`src/rtl/ft_pkg.sv`:
```
package ft_pkg;
  typedef struct packed {
    logic rise;
    logic fall;
  } strobe_ev_t;
endpackage

```
`src/rtl/ft_strobe_edge.sv`:
```
module ft_strobe_edge
  import ft_pkg::*;
(
  input  logic       clk,
  input  logic       flush_n,
  input  logic       strobe,
  output strobe_ev_t ev
);
  logic smp_q, smp_qq;

  always_ff @(posedge clk) begin
    if (!flush_n) begin
      smp_q  <= 1'b0;
      smp_qq <= 1'b0;
    end else begin
      smp_q  <= strobe;
      smp_qq <= smp_q;
    end
  end

  assign ev.rise = smp_q & ~smp_qq;
  assign ev.fall = ~smp_q & smp_qq;
endmodule

```
`src/rtl/ft_cell_chain.sv`:
```
module ft_cell_chain #(
  parameter int DEPTH = 64,
  parameter int W     = 4
) (
  input  logic         clk,
  input  logic         flush_n,
  input  logic         load,
  input  logic [W-1:0] load_data,
  input  logic         hold_head,
  input  logic         consume,
  output logic         head_valid,
  output logic         tail_valid,
  output logic [W-1:0] tail_data
);
  localparam int LAST = DEPTH - 1;

  logic [DEPTH-1:0] cell_v;
  logic [DEPTH-1:0] adv;
  logic [W-1:0]     cell_d [DEPTH];

  for (genvar i = 0; i < DEPTH; i++) begin : g_cell
    logic         fill;
    logic [W-1:0] src;
    logic         v_q;
    logic [W-1:0] d_q;

    if (i == 0) begin : g_src_head
      assign fill = load;
      assign src  = load_data;
    end else begin : g_src_body
      assign fill = adv[i-1];
      assign src  = cell_d[i-1];
    end

    if (i == LAST) begin : g_adv_tail
      assign adv[i] = consume;
    end else if (i == 0) begin : g_adv_head
      assign adv[i] = v_q & ~cell_v[i+1] & ~hold_head;
    end else begin : g_adv_body
      assign adv[i] = v_q & ~cell_v[i+1];
    end

    always_ff @(posedge clk) begin
      if (!flush_n) v_q <= 1'b0;
      else          v_q <= (v_q & ~adv[i]) | fill;
    end

    always_ff @(posedge clk) begin
      if (fill) d_q <= src;
    end

    assign cell_v[i] = v_q;
    assign cell_d[i] = d_q;
  end

  assign head_valid = cell_v[0];
  assign tail_valid = cell_v[LAST];
  assign tail_data  = cell_d[LAST];
endmodule

```
`src/rtl/ft_occ_count.sv`:
```
module ft_occ_count #(
  parameter int DEPTH = 64,
  parameter int CW    = 7
) (
  input  logic          clk,
  input  logic          flush_n,
  input  logic          inc,
  input  logic          dec,
  output logic [CW-1:0] cnt,
  output logic          full,
  output logic          empty
);
  localparam logic [CW-1:0] TOP = CW'(DEPTH);

  logic [CW-1:0] cnt_nx;

  always_comb begin
    unique case ({inc, dec})
      2'b10:   cnt_nx = cnt + 1'b1;
      2'b01:   cnt_nx = cnt - 1'b1;
      default: cnt_nx = cnt;
    endcase
  end

  always_ff @(posedge clk) begin
    if (!flush_n) begin
      cnt   <= '0;
      full  <= 1'b0;
      empty <= 1'b1;
    end else begin
      cnt   <= cnt_nx;
      full  <= (cnt_nx == TOP);
      empty <= (cnt_nx == '0);
    end
  end
endmodule

```
`src/rtl/ft_fifo.sv`:
```
module ft_fifo
  import ft_pkg::*;
#(
  parameter int  DEPTH = 64,
  parameter int  W     = 4,
  localparam int CW    = $clog2(DEPTH + 1)
) (
  input  logic          clk,
  input  logic          flush_n,
  input  logic          shift_in,
  input  logic [W-1:0]  din,
  output logic          in_rdy,
  input  logic          shift_out,
  output logic [W-1:0]  dout,
  output logic          out_rdy,
  output logic [CW-1:0] occ,
  output logic          full,
  output logic          empty
);
  strobe_ev_t   wr_ev, rd_ev;
  logic [W-1:0] din_q;
  logic         in_hold, out_hold;
  logic         head_valid, tail_valid;
  logic         capture, take;

  ft_strobe_edge u_wr_edge (
    .clk(clk), .flush_n(flush_n), .strobe(shift_in), .ev(wr_ev)
  );

  ft_strobe_edge u_rd_edge (
    .clk(clk), .flush_n(flush_n), .strobe(shift_out), .ev(rd_ev)
  );

  always_ff @(posedge clk) begin
    din_q <= din;
  end

  assign in_rdy  = ~head_valid & ~in_hold;
  assign out_rdy = tail_valid & ~out_hold;
  assign capture = wr_ev.rise & in_rdy;
  assign take    = rd_ev.fall & out_hold;

  always_ff @(posedge clk) begin
    if (!flush_n) begin
      in_hold  <= 1'b0;
      out_hold <= 1'b0;
    end else begin
      if (capture)         in_hold <= 1'b1;
      else if (wr_ev.fall) in_hold <= 1'b0;
      if (rd_ev.rise && out_rdy) out_hold <= 1'b1;
      else if (rd_ev.fall)       out_hold <= 1'b0;
    end
  end

  ft_cell_chain #(.DEPTH(DEPTH), .W(W)) u_chain (
    .clk(clk),
    .flush_n(flush_n),
    .load(capture),
    .load_data(din_q),
    .hold_head(in_hold & ~wr_ev.fall),
    .consume(take),
    .head_valid(head_valid),
    .tail_valid(tail_valid),
    .tail_data(dout)
  );

  ft_occ_count #(.DEPTH(DEPTH), .CW(CW)) u_occ (
    .clk(clk),
    .flush_n(flush_n),
    .inc(capture),
    .dec(take),
    .cnt(occ),
    .full(full),
    .empty(empty)
  );
endmodule

```
`config.mk`:
```
export PLATFORM = sky130hd
export DESIGN_NAME = ft_fifo
export DESIGN_NICKNAME = d
export VERILOG_FILES = /design/src/rtl/ft_pkg.sv /design/src/rtl/ft_strobe_edge.sv /design/src/rtl/ft_cell_chain.sv /design/src/rtl/ft_occ_count.sv /design/src/rtl/ft_fifo.sv
export SDC_FILE = /design/constraint.sdc
export NUM_CORES = 1
export LEC_CHECK = 0
export BUFFER_PORTS_ARGS = -buffer_cell sky130_fd_sc_hd__buf_2
export CORE_ASPECT_RATIO = 0.7
export CORE_MARGIN = 5
export CORE_UTILIZATION = 45
export DETAILED_ROUTE_END_ITERATION = 8
export GPL_TIMING_DRIVEN = 0
export PLACE_DENSITY_LB_ADDON = 0.15
export SLEW_MARGIN = 10
export SYNTH_ARGS = -nofsm -noshare
export SYNTH_HDL_FRONTEND = slang
export SYNTH_SLANG_ARGS = --single-unit
```
`constraint.sdc`:
```
create_clock -name clk -period 6.8 [get_ports clk]
set_input_delay 0.68 -clock clk [delete_from_list [all_inputs] [get_ports clk]]
set_output_delay 0.68 -clock clk [all_outputs]
set_load 0.05 [all_outputs]
```
==> impl_metrics.ini <==
[critical_path]
critPathKind = register to register
critPathMaxStageDelay_ns = 0.45
path_buf_inv = 3
required_ns = 7.26
cp_data_arrival_time_ns = 3.77
critical_path.top_delay_family = simple AND/OR/NAND/NOR gates
path_cells = inv_1 -> nand3_1 -> nor2_1 -> inv_1 -> ha_1 -> buf_2 -> xor2_1 -> ha_1 -> nor3b_1 -> o21ai_1 -> a221o_1 -> and3_1 -> o31ai_1
end_kind = register
crit_fanout = 10
cpMaxStageDelayCell = nor2_1
worstSetupStartpointType = register

[clock_tree]
cts_tree = done
cts-root-buf = clkbuf_16
cts_max_level = 1
path_clk_slew_ns = 0.06
clock_latency_ns = 0.54
postCtsSetupBuffers = 0
cts.sinks = 339
cts_resized = 0
ctsLongestPathBuffers = 3
cts_buffers = 31
cts-hold-fix-buffers = 0

[yosys]
yosysWarnings = 0
ys_top_cells_by_area = edfxtp_1 (70%), dfxtp_1 (15%), nor2b_1 (3.7%), a21oi_1 (3.3%), nor2_1 (2.3%)
netlist.top_cell.by_area = edfxtp_1
synth-seq-cells = 339
synth_top_area_share_pct = 70.2
syn-num-nets = 640
netlist_area_sq_mm = 0.0109
async_reset_ff_share_pct = 0
syn_area_per_cell_sq_um = 17.4
ys_types = 47
syn_inst = 629
seq_area_frac_synth_pct = 85.4
synth_flop_cell = edfxtp_1
synth_edf_count = 256

[drt]
vias = 4979
dr_wl_met3_um = 493
first_pass_iters = 4
wl_mm = 15.1
routed.top_layer = met4
wire_per_inst_um = 14.7
wl_met2_mm = 6.53
antenna_left = 0
drtIter0Drc = 277
drc = 0
wl_met1_mm = 7.83
vias_per_cell = 4.85

[outcome]
status = completed

[floorplan]
placementRows = 47
die_w_um = 196
die_height_um = 141
design.die.area_sq_mm = 0.0276
initial_core_util_pct = 46.0
ios = 23
coreArea_sq_mm = 0.0238

[power]
power_mw = 4.06
vdd_drop_max_mv = 0.271
p_leak_nw = 4.28
power_density_mw_per_mm2 = 324

[timing]
setup_viol = 0
worst_slew_pin_slew_ns = 0.634
maxSlewHeadroom_pct = 57.6
rsz0062_at_grt = false
fin_crit_sh_pct = 48.7
fmaxAchievable_ghz = 0.302
slew_violations = 0
layout_min_cycle_time_ns = 3.31
fin_skew_ns = 0.00917
hold_violations = 0
tns_ns = 0

[flow_run]
drv_cap = 0

[global_route]
grt_pass1_wl_mm = 25.1
antenna_found_initial = 0
grtUsageTotal_pct = 11.1
grt_max_degree = 17
grt_pass1_vias = 4838
grt_overflow = 0

[final_layout]
drive_above_1_share_pct = 12.0
layout_common_cells = edfxtp_1 (256), dfxtp_1 (83), a21oi_1 (72)
fin_nets = 695
diodes = 0
area_growth_pct = 14.8
layout_commonest_cell = edfxtp_1

[placement]
place_hpwl_mm = 9.54
portBuffers = 22
place_congestion = 0.757

[min_path]
min_path_type = input pin to register
synthesized netlist by cell type, types with 4 or more instances:
cell and instances:
clkbuf_1 9, and2_1 6, inv_1 7, edfxtp_1 256
nor2b_1 64, dfxtp_1 83, nand2b_1 4, o21ai_0 4
a21oi_1 72, nor2_1 68
per-stage QoR:
step	hold WS, ns	instance area (sq um)	cells	utilization (%)	setup WS (ns)
after floorplan	0.386	10900	629	-	4.08
after global placement	0.397	11500	969	48.1	3.57
after detailed placement	0.395	11500	969	48.1	3.52
after CTS	0.199	12600	1027	52.8	3.47
after global routing	0.199	12600	1027	52.8	3.26
final	0.235	12600	1027	52.8	3.49
sequential cells by signal (all words and copies together), names as in the netlist, 4 cells and up:
register	count
u_occ.cnt	7
u_chain.g_cell.v_q	62
u_chain.tail_data	4
din_q	4
u_chain.g_cell.src	4
u_chain.g_cell.d_q	248
layer usage:
layer  vias up  track usage [%]
met5         -                0
met4         0             2.86
met3        30             2.57
met2        51             16.1
met1      2457             16.9
li1       2441                -
worst paths after layout:
| path | start | end | slack, ns | cells past startpoint |
|---|---|---|---|---|
| min | din[1] | din_q[1]$_DFF_P_ | 0.23 | 1 |
| max reg2reg | u_chain.head_valid$_SDFF_PN0_ | u_occ.empty$_SDFF_PN1_ | 3.49 | 13 |
| min reg2reg | din_q[0]$_DFF_P_ | u_chain.g_cell[0].d_q[0]$_DFFE_PP_ | 0.40 | 0 |
| max | u_chain.head_valid$_SDFF_PN0_ | u_occ.empty$_SDFF_PN1_ | 3.49 | 13 |
area by class of cell:
| type | count | area (sq um) |
|---|---|---|
| plain buffers | 13 | 60.1 |
| clock buffers | 39 | 857 |
| clock inverters | 19 | 250 |
| fillers | 1924 | 11300 |
| inverters | 8 | 30.0 |
| multi-input cells | 269 | 1510 |
| flip-flops and latches | 339 | 9350 |
| well taps | 318 | 398 |
| repair buffers | 22 | 110 |
power breakdown:
| group | internal (mW) | switching [mW] | total, mW |
|---|---|---|---|
| Clock | 1.09 | 0.727 | 1.82 |
| Combinational | 0.00943 | 0.0267 | 0.0361 |
| Sequential | 2.21 | 0.00442 | 2.21 |
| Total | 3.31 | 0.758 | 4.06 |
cell families (layout without fill, tap and decap cells):
group,Yosys count,in the layout,synth area share (%)
DFF,339,339,85.4
and+or+nand+nor,169,169,8.28
AOI/OAI and AO/OA,93,93,4.83
buffers and inverters,21,101,0.823
adders and majority gates,3,3,0.343
xor gates and xnor gates,3,3,0.240
muxes,1,1,0.0914
Note: power is estimated with default switching activity, not from simulation.
